`config.mk`:
```
export PLATFORM = sky130hd
export DESIGN_NAME = rct_seed_monitor
export DESIGN_NICKNAME = d
export VERILOG_FILES = /design/src/rtl/rct_pkg.sv /design/src/rtl/rct_run_tracker.sv /design/src/rtl/rct_pair_tracker.sv /design/src/rtl/rct_lane.sv /design/src/rtl/rct_verdict.sv /design/src/rtl/rct_seed_monitor.sv
export SDC_FILE = /design/constraint.sdc
export NUM_CORES = 1
export LEC_CHECK = 0
export CAP_MARGIN = 20
export CELL_PAD_IN_SITES_DETAIL_PLACEMENT = 2
export CELL_PAD_IN_SITES_GLOBAL_PLACEMENT = 2
export CORE_MARGIN = 4
export CORE_UTILIZATION = 41
export CTS_BUF_LIST = sky130_fd_sc_hd__clkbuf_2 sky130_fd_sc_hd__clkbuf_4 sky130_fd_sc_hd__clkbuf_8
export CTS_CLUSTER_DIAMETER = 60
export CTS_CLUSTER_SIZE = 20
export DETAILED_ROUTE_END_ITERATION = 6
export DONT_BUFFER_PORTS = 1
export HOLD_SLACK_MARGIN = 0.06
export PLACE_DENSITY_LB_ADDON = 0.1
export SYNTH_ARGS = -nofsm -noshare
export SYNTH_HDL_FRONTEND = slang
export SYNTH_SLANG_ARGS = --single-unit
```
`constraint.sdc`:
```
create_clock -name clk -period 2.1 [get_ports clk]
set_input_delay 0.315 -clock clk [delete_from_list [all_inputs] [get_ports clk]]
set_output_delay 0.315 -clock clk [all_outputs]
set_load 0.03 [all_outputs]
```
`src/rtl/rct_pkg.sv`:
```
package rct_pkg;

   // Flags one lane reports to the verdict stage
   typedef struct packed {
      logic run_single;   // equal-value run beyond the one-source limit
      logic run_joint;    // equal-value run beyond the all-source limit
      logic pat_single;   // pair repeats beyond the one-source limit
      logic pat_joint;    // pair repeats beyond the all-source limit
   } lane_flags_t;

   function automatic int unsigned max2(input int unsigned a, input int unsigned b);
      return (a > b) ? a : b;
   endfunction

endpackage

```
`src/rtl/rct_run_tracker.sv`:
```
module rct_run_tracker #(
   parameter int unsigned SINGLE_LIMIT = 64,
   parameter int unsigned JOINT_LIMIT  = 32
) (
   input  logic clk,
   input  logic rst_n,
   input  logic clear,
   input  logic take,
   input  logic bit_in,
   output logic over_single,
   output logic over_joint
);
   localparam int unsigned CNT_W = $clog2(rct_pkg::max2(SINGLE_LIMIT, JOINT_LIMIT) + 2);
   localparam logic [CNT_W-1:0] LIM_S = CNT_W'(SINGLE_LIMIT);
   localparam logic [CNT_W-1:0] LIM_J = CNT_W'(JOINT_LIMIT);

   logic             prev_bit;
   logic             have_prev;
   logic [CNT_W-1:0] run_len;

   always_ff @(posedge clk or negedge rst_n) begin
      if (!rst_n) begin
         prev_bit  <= 1'b0;
         have_prev <= 1'b0;
         run_len   <= '0;
      end else if (clear) begin
         prev_bit  <= 1'b0;
         have_prev <= 1'b0;
         run_len   <= '0;
      end else if (take) begin
         prev_bit  <= bit_in;
         have_prev <= 1'b1;
         if (have_prev && (bit_in == prev_bit))
            run_len <= (&run_len) ? run_len : run_len + 1'b1;
         else
            run_len <= CNT_W'(1);
      end
   end

   assign over_single = (run_len > LIM_S);
   assign over_joint  = (run_len > LIM_J);
endmodule

```
`src/rtl/rct_pair_tracker.sv`:
```
module rct_pair_tracker #(
   parameter int unsigned SINGLE_LIMIT = 32,
   parameter int unsigned JOINT_LIMIT  = 16
) (
   input  logic clk,
   input  logic rst_n,
   input  logic clear,
   input  logic take,
   input  logic bit_in,
   output logic over_single,
   output logic over_joint
);
   localparam int unsigned CNT_W = $clog2(rct_pkg::max2(SINGLE_LIMIT, JOINT_LIMIT) + 2);
   localparam logic [CNT_W-1:0] LIM_S = CNT_W'(SINGLE_LIMIT);
   localparam logic [CNT_W-1:0] LIM_J = CNT_W'(JOINT_LIMIT);

   logic             second_half;   // phase toggle: 1 when next bit closes a pair
   logic             first_bit;
   logic [1:0]       last_pair;
   logic             have_pair;
   logic [CNT_W-1:0] rep_cnt;
   logic [1:0]       new_pair;
   logic             is_alt;

   assign new_pair = {first_bit, bit_in};
   assign is_alt   = new_pair[1] ^ new_pair[0];

   always_ff @(posedge clk or negedge rst_n) begin
      if (!rst_n) begin
         second_half <= 1'b0;
         first_bit   <= 1'b0;
         last_pair   <= 2'b00;
         have_pair   <= 1'b0;
         rep_cnt     <= '0;
      end else if (clear) begin
         second_half <= 1'b0;
         first_bit   <= 1'b0;
         last_pair   <= 2'b00;
         have_pair   <= 1'b0;
         rep_cnt     <= '0;
      end else if (take) begin
         second_half <= ~second_half;
         if (!second_half) begin
            first_bit <= bit_in;
         end else begin
            last_pair <= new_pair;
            have_pair <= 1'b1;
            if (!is_alt)
               rep_cnt <= '0;
            else if (have_pair && (new_pair == last_pair))
               rep_cnt <= (&rep_cnt) ? rep_cnt : rep_cnt + 1'b1;
            else
               rep_cnt <= CNT_W'(1);
         end
      end
   end

   assign over_single = (rep_cnt > LIM_S);
   assign over_joint  = (rep_cnt > LIM_J);
endmodule

```
`src/rtl/rct_lane.sv`:
```
module rct_lane
   import rct_pkg::*;
#(
   parameter int unsigned SINGLE_RUN_LIMIT = 64,
   parameter int unsigned JOINT_RUN_LIMIT  = 32,
   parameter int unsigned SINGLE_PAT_LIMIT = 32,
   parameter int unsigned JOINT_PAT_LIMIT  = 16,
   parameter bit          PAT_TEST_EN      = 1'b1
) (
   input  logic        clk,
   input  logic        rst_n,
   input  logic        clear,
   input  logic        take,
   input  logic        bit_in,
   output lane_flags_t flags
);
   logic run_s, run_j, pat_s, pat_j;

   rct_run_tracker #(
      .SINGLE_LIMIT (SINGLE_RUN_LIMIT),
      .JOINT_LIMIT  (JOINT_RUN_LIMIT)
   ) u_run (
      .clk         (clk),
      .rst_n       (rst_n),
      .clear       (clear),
      .take        (take),
      .bit_in      (bit_in),
      .over_single (run_s),
      .over_joint  (run_j)
   );

   generate
      if (PAT_TEST_EN) begin : g_pat
         rct_pair_tracker #(
            .SINGLE_LIMIT (SINGLE_PAT_LIMIT),
            .JOINT_LIMIT  (JOINT_PAT_LIMIT)
         ) u_pair (
            .clk         (clk),
            .rst_n       (rst_n),
            .clear       (clear),
            .take        (take),
            .bit_in      (bit_in),
            .over_single (pat_s),
            .over_joint  (pat_j)
         );
      end else begin : g_no_pat
         assign pat_s = 1'b0;
         assign pat_j = 1'b0;
      end
   endgenerate

   assign flags = '{run_single: run_s, run_joint: run_j,
                    pat_single: pat_s, pat_joint: pat_j};
endmodule

```
`src/rtl/rct_verdict.sv`:
```
module rct_verdict #(
   parameter int unsigned NUM_SRC = 2
) (
   input  logic               clk,
   input  logic               rst_n,
   input  logic               enable,
   input  logic               recover,
   input  logic [NUM_SRC-1:0] single_hit,
   input  logic [NUM_SRC-1:0] joint_run,
   input  logic [NUM_SRC-1:0] joint_pat,
   output logic               seed_err,
   output logic               err_pulse
);
   logic hit;

   assign hit = enable & ~recover & ((|single_hit) | (&joint_run) | (&joint_pat));

   always_ff @(posedge clk or negedge rst_n) begin
      if (!rst_n) begin
         seed_err  <= 1'b0;
         err_pulse <= 1'b0;
      end else if (recover) begin
         seed_err  <= 1'b0;
         err_pulse <= 1'b0;
      end else begin
         err_pulse <= hit & ~seed_err;
         if (hit)
            seed_err <= 1'b1;
      end
   end
endmodule

```
`src/rtl/rct_seed_monitor.sv`:
```
module rct_seed_monitor
   import rct_pkg::*;
#(
   parameter int unsigned NUM_SRC          = 2,
   parameter int unsigned SINGLE_RUN_LIMIT = 64,
   parameter int unsigned SINGLE_PAT_LIMIT = 32,
   parameter int unsigned JOINT_RUN_LIMIT  = 32,
   parameter int unsigned JOINT_PAT_LIMIT  = 16,
   parameter bit          PAT_TEST_EN      = 1'b1
) (
   input  logic               clk,
   input  logic               rst_n,
   input  logic               enable,
   input  logic               recover,
   input  logic               sample_valid,
   input  logic [NUM_SRC-1:0] sample_bits,
   output logic               seed_err,
   output logic               err_pulse
);
   generate
      if (NUM_SRC < 2) begin : g_chk_src
         $error("rct_seed_monitor: NUM_SRC must be at least 2");
      end
      if (JOINT_RUN_LIMIT >= SINGLE_RUN_LIMIT || JOINT_RUN_LIMIT == 0) begin : g_chk_run
         $error("rct_seed_monitor: joint run limit must be nonzero and below single limit");
      end
      if (JOINT_PAT_LIMIT >= SINGLE_PAT_LIMIT || JOINT_PAT_LIMIT == 0) begin : g_chk_pat
         $error("rct_seed_monitor: joint pair limit must be nonzero and below single limit");
      end
   endgenerate

   logic               clear_all;
   logic               take;
   logic [NUM_SRC-1:0] single_hit;
   logic [NUM_SRC-1:0] joint_run;
   logic [NUM_SRC-1:0] joint_pat;

   assign clear_all = recover | ~enable;
   assign take      = sample_valid & enable;

   generate
      for (genvar s = 0; s < NUM_SRC; s++) begin : g_lane
         lane_flags_t fl;

         rct_lane #(
            .SINGLE_RUN_LIMIT (SINGLE_RUN_LIMIT),
            .JOINT_RUN_LIMIT  (JOINT_RUN_LIMIT),
            .SINGLE_PAT_LIMIT (SINGLE_PAT_LIMIT),
            .JOINT_PAT_LIMIT  (JOINT_PAT_LIMIT),
            .PAT_TEST_EN      (PAT_TEST_EN)
         ) u_lane (
            .clk    (clk),
            .rst_n  (rst_n),
            .clear  (clear_all),
            .take   (take),
            .bit_in (sample_bits[s]),
            .flags  (fl)
         );

         assign single_hit[s] = fl.run_single | fl.pat_single;
         assign joint_run[s]  = fl.run_joint;
         assign joint_pat[s]  = fl.pat_joint;
      end
   endgenerate

   rct_verdict #(
      .NUM_SRC (NUM_SRC)
   ) u_verdict (
      .clk        (clk),
      .rst_n      (rst_n),
      .enable     (enable),
      .recover    (recover),
      .single_hit (single_hit),
      .joint_run  (joint_run),
      .joint_pat  (joint_pat),
      .seed_err   (seed_err),
      .err_pulse  (err_pulse)
   );
endmodule

```
==> flow_metrics.py <==
metrics = {
    "timing": {
        "max-slew-margin-rel_pct": 69.3,
        "finalWorstSetupSlack_ps": 140,
        "timing_hold_violations_final": 0,
        "slew_violations": 0,
        "timing.final.crit_share_pct": 93.4,
        "report.final.setup_viol": 0,
        "timing.clock.skew_ps": 3.51,
        "tightestPinTransition_ps": 460,
        "timing.final.crit_period_ps": 1960,
        "clock.fmax_mhz": 510,
    },
    "clocking": {
        "clock_tree.buffer_depth": 2,
        "clk_pin_slew_ps": 80,
        "cts_tree": "yes",
        "cts_buffers": 5,
        "clk-insertion-delay-late_ps": 290,
        "post-cts-setup-buffers": 0,
        "cts_htree_levels": 2,
        "cts_root_buf": "sky130_fd_sc_hd__clkbuf_8",
        "tritoncts_num_sinks": 41,
    },
    "finish": {
        "antenna_cells_inserted": 0,
        "finalInstanceArea_mm2": 0.00257,
        "final_layout_size_suffix_gt1_share_pct": 8.24,
        "finalNetCount": 282,
        "areaGrowthSynthToFinish_pct": 9.73,
        "fin_cells": 339,
    },
    "min_path": {
        "hold_path_startpoint": "recover",
        "hp-class": "in2reg",
    },
    "worst_setup_path": {
        "arrival_ps": 2140,
        "critical-path-slowest-cell": "sky130_fd_sc_hd__or4b_1",
        "worstPathMaxFanout": 5,
        "critical_path.endpoint_type": "flop",
        "cp_slowest_stage_delay_ps": 480,
        "crit_buf_inv": 1,
        "path_cells": "inv_1 -> ha_1 -> or4b_1 -> o21ai_1 -> nand4_1 -> nor4_2 -> nor3_1",
        "worst_path_dominant_cell_family": "simple AND/OR/NAND/NOR gates",
        "worst-r2r-setup-slack_ps": 140,
        "worst-setup-path-type": "reg2reg",
        "worst_ep_required_time_ps": 2280,
        "worstSetupPathDepth": 7,
        "timing.reg2reg.worst_path_depth": 7,
        "r2r-start": "g_lane[0].u_lane.u_run.run_len[0]",
        "crit_path_start": "g_lane[0].u_lane.u_run.run_len[0]",
        "critPathLaunchType": "flop",
        "r2r_end": "u_verdict.seed_err",
        "setup.worst_path.end": "u_verdict.seed_err",
    },
    "logic_synthesis": {
        "asyncSetResetFlopFracSynth_pct": 100,
        "synth_area_mm2": 0.00234,
        "number_of_flops_mapped_to_enable_cells_by_yosys": 0,
        "synth_seq_area_share_pct": 43.8,
        "synthTopCellsByArea": "sky130_fd_sc_hd__dfrtp_1 44%, sky130_fd_sc_hd__nor2_1 5.3%, sky130_fd_sc_hd__ha_1 4.3%, sky130_fd_sc_hd__nand2_1 3.7%, sky130_fd_sc_hd__a21oi_1 3.6%",
        "synthesized_net_count": 276,
        "ys_types": 45,
        "synth_cells": 261,
        "synth_largest_type_area_fraction_pct": 43.8,
        "synth-main-ff-cell": "sky130_fd_sc_hd__dfrtp_1",
        "synth_area_per_cell_um2": 8.97,
        "yosysWarnings": 0,
        "synth_top_area_cell": "sky130_fd_sc_hd__dfrtp_1",
        "ys_seq_elements": 41,
    },
    "grt": {
        "first_pass_grt_wire_length_um": 10800,
        "gr-usage-all-layers_pct": 18.7,
        "vias_in_the_first_global_route": 2183,
        "maximum_number_of_pins_on_one_net_before_global_route_repair": 42,
        "antenna_found_initial": 0,
        "grt-ovfl-total": 0,
    },
    "placed_design": {
        "place.gp.congestion": 0.767,
        "portBuffers": 0,
        "place_hpwl_um": 4290,
        "dp_cells": 330,
        "dp_slack_ps": 119,
        "cell_area_after_placement_mm2": 0.00243,
    },
    "status": {
        "status": "completed",
    },
    "power_and_ir_drop": {
        "p_per_area_mw_per_mm2": 572,
        "leakage_nw": 1.06,
        "vdd_ir_drop_max_mv": 0.228,
    },
    "floorplanning": {
        "die_area_mm2": 0.00698,
        "chip_width_um": 83.6,
        "initial_core_utilization_pct": 42.5,
        "rows": 27,
        "design.portCount": 9,
        "design.core.area_mm2": 0.00551,
        "chipHeight_um": 83.6,
    },
    "detailed_routing": {
        "firstDrtPassIters": 4,
        "postRouteAntennaNets": 0,
        "first_iter_violations": 62,
        "routedWlPerCell_um": 17.8,
        "vias_per_cell": 5.77,
        "totalWireLength_um": 6040,
        "route.vias.total": 1955,
        "drt_drc_violations_left": 0,
    },
    "job": {
        "timing.max_cap.violations": 0,
    },
}
[metal layers]
metal | track usage (%) | part of all wire [%] | vias to the layer above
li1 | - | - | 950
met1 | 23.9 | 47 | 982
met3 | 3.55 | 2.2 | 6
met5 | 0 | 0 | -
met2 | 32.5 | 50 | 17
met4 | 4.39 | 1.1 | 0
[cells in the mapped netlist, drive strengths merged (2+ instances only)]
master and n:
a211oi 4, a21oi 17, a31oi 9, a32oi 2, and2 5, and3 5, buf 5, clkbuf 4
dfrtp 41, ha 8, inv 11, mux2 2, mux2i 6, nand2 23, nand2b 2, nand3 17
nand4 6, nor2 34, nor2b 2, nor3 8, nor4bb 2, o21ai 21, or3 2, or3b 2
or4b 3, xnor2 7, xor2 3
[layout by cell type (no fill, tap or decap), types with 2 or more instances in the layout]
cell / count
sky130_fd_sc_hd__nor4bb_1: 2
sky130_fd_sc_hd__nand2_1: 23
sky130_fd_sc_hd__dfrtp_1: 41
sky130_fd_sc_hd__xnor2_1: 5
sky130_fd_sc_hd__nand2b_1: 2
sky130_fd_sc_hd__xor2_1: 3
sky130_fd_sc_hd__a31oi_1: 9
sky130_fd_sc_hd__ha_1: 8
sky130_fd_sc_hd__and3_1: 4
sky130_fd_sc_hd__a21oi_1: 17
sky130_fd_sc_hd__a211oi_1: 4
sky130_fd_sc_hd__nand4_1: 6
sky130_fd_sc_hd__inv_1: 11
sky130_fd_sc_hd__mux2i_1: 6
sky130_fd_sc_hd__o21ai_0: 6
sky130_fd_sc_hd__and2_1: 5
sky130_fd_sc_hd__or3_1: 2
sky130_fd_sc_hd__or3b_1: 2
sky130_fd_sc_hd__mux2_1: 2
sky130_fd_sc_hd__clkbuf_8: 6
sky130_fd_sc_hd__o21ai_1: 14
sky130_fd_sc_hd__xnor2_2: 2
sky130_fd_sc_hd__or4b_1: 3
sky130_fd_sc_hd__nor2b_1: 2
sky130_fd_sc_hd__nor2_1: 33
sky130_fd_sc_hd__a32oi_1: 2
sky130_fd_sc_hd__nor3_1: 8
sky130_fd_sc_hd__nand3_1: 16
sky130_fd_sc_hd__buf_4: 6
[metrics by stage]
stage               util (%)  total power, mW  hold WS (ps)  setup TNS (ps)
floorplan                  -            0.898          19.4               0
global placement        44.2            0.910          20.6               0
detailed placement      44.2            0.913          20.5               0
CTS                     46.5             1.49          76.8               0
global route            46.6             1.56          69.4           -10.4
finish                  46.6             1.47          85.5               0
[worst min path at each step]
| stage | endpoint | slack (ps) | depth (start not counted) |
|---|---|---|---|
| finish | u_verdict.seed_err | 90 | 1 |
| detailed placement | g_lane[1].u_lane.g_pat.u_pair.rep_cnt[1] | 20 | 0 |
| CTS | u_verdict.seed_err | 80 | 1 |
| floorplan | g_lane[0].u_lane.g_pat.u_pair.first_bit | 20 | 0 |
| global placement | g_lane[1].u_lane.g_pat.u_pair.rep_cnt[1] | 20 | 0 |
| global route | u_verdict.seed_err | 70 | 1 |
[what timing repair did]
item,CTS,global route
hold buffers,2,0
setup endpoints to repair,0,1
hold endpoints to repair,41,0
resized for setup,0,1
[power by group]
group          leakage (nW)  internal, mW  switching [mW]
Combinational         0.445        0.0412          0.0688
Clock                0.0477         0.274           0.274
Sequential            0.568         0.798          0.0123
[area by class of cell]
| class | instances | area (um2) |
|---|---|---|
| fillers | 622 | 2940 |
| multi-input cells | 200 | 1240 |
| flip-flops and latches | 41 | 1030 |
| clock buffers | 7 | 90.1 |
| well taps | 72 | 90.1 |
| repair buffers | 8 | 82.6 |
| inverters | 11 | 41.3 |
[state kept, by name, summed over array words and instances, names as in the netlist]
| name | count |
|---|---|
| g_lane.u_lane.g_pat.u_pair.first_bit | 2 |
| g_lane.u_lane.g_pat.u_pair.have_pair | 2 |
| g_lane.u_lane.g_pat.u_pair.last_pair | 4 |
| g_lane.u_lane.g_pat.u_pair.rep_cnt | 12 |
| g_lane.u_lane.g_pat.u_pair.second_half | 2 |
| g_lane.u_lane.u_run.have_prev | 1 |
| g_lane.u_lane.u_run.prev_bit | 2 |
| g_lane.u_lane.u_run.run_len | 14 |
| u_verdict.err_pulse | 1 |
| u_verdict.seed_err | 1 |
[kinds of logic (layout without fill, tap and decap cells)]
logic type	Yosys count	count (layout)	share of synthesized area, %
adders and majority gates	8	8	4.28
AOI/OAI and AO/OA	59	59	15.2
xor gates and xnor gates	10	10	4.38
buffers and inverters	20	26	3.53
and+or+nand+nor	115	115	25.3
muxes	8	8	3.53
DFF	41	41	43.8
No activity file was read; power rests on OpenSTA's default activity.
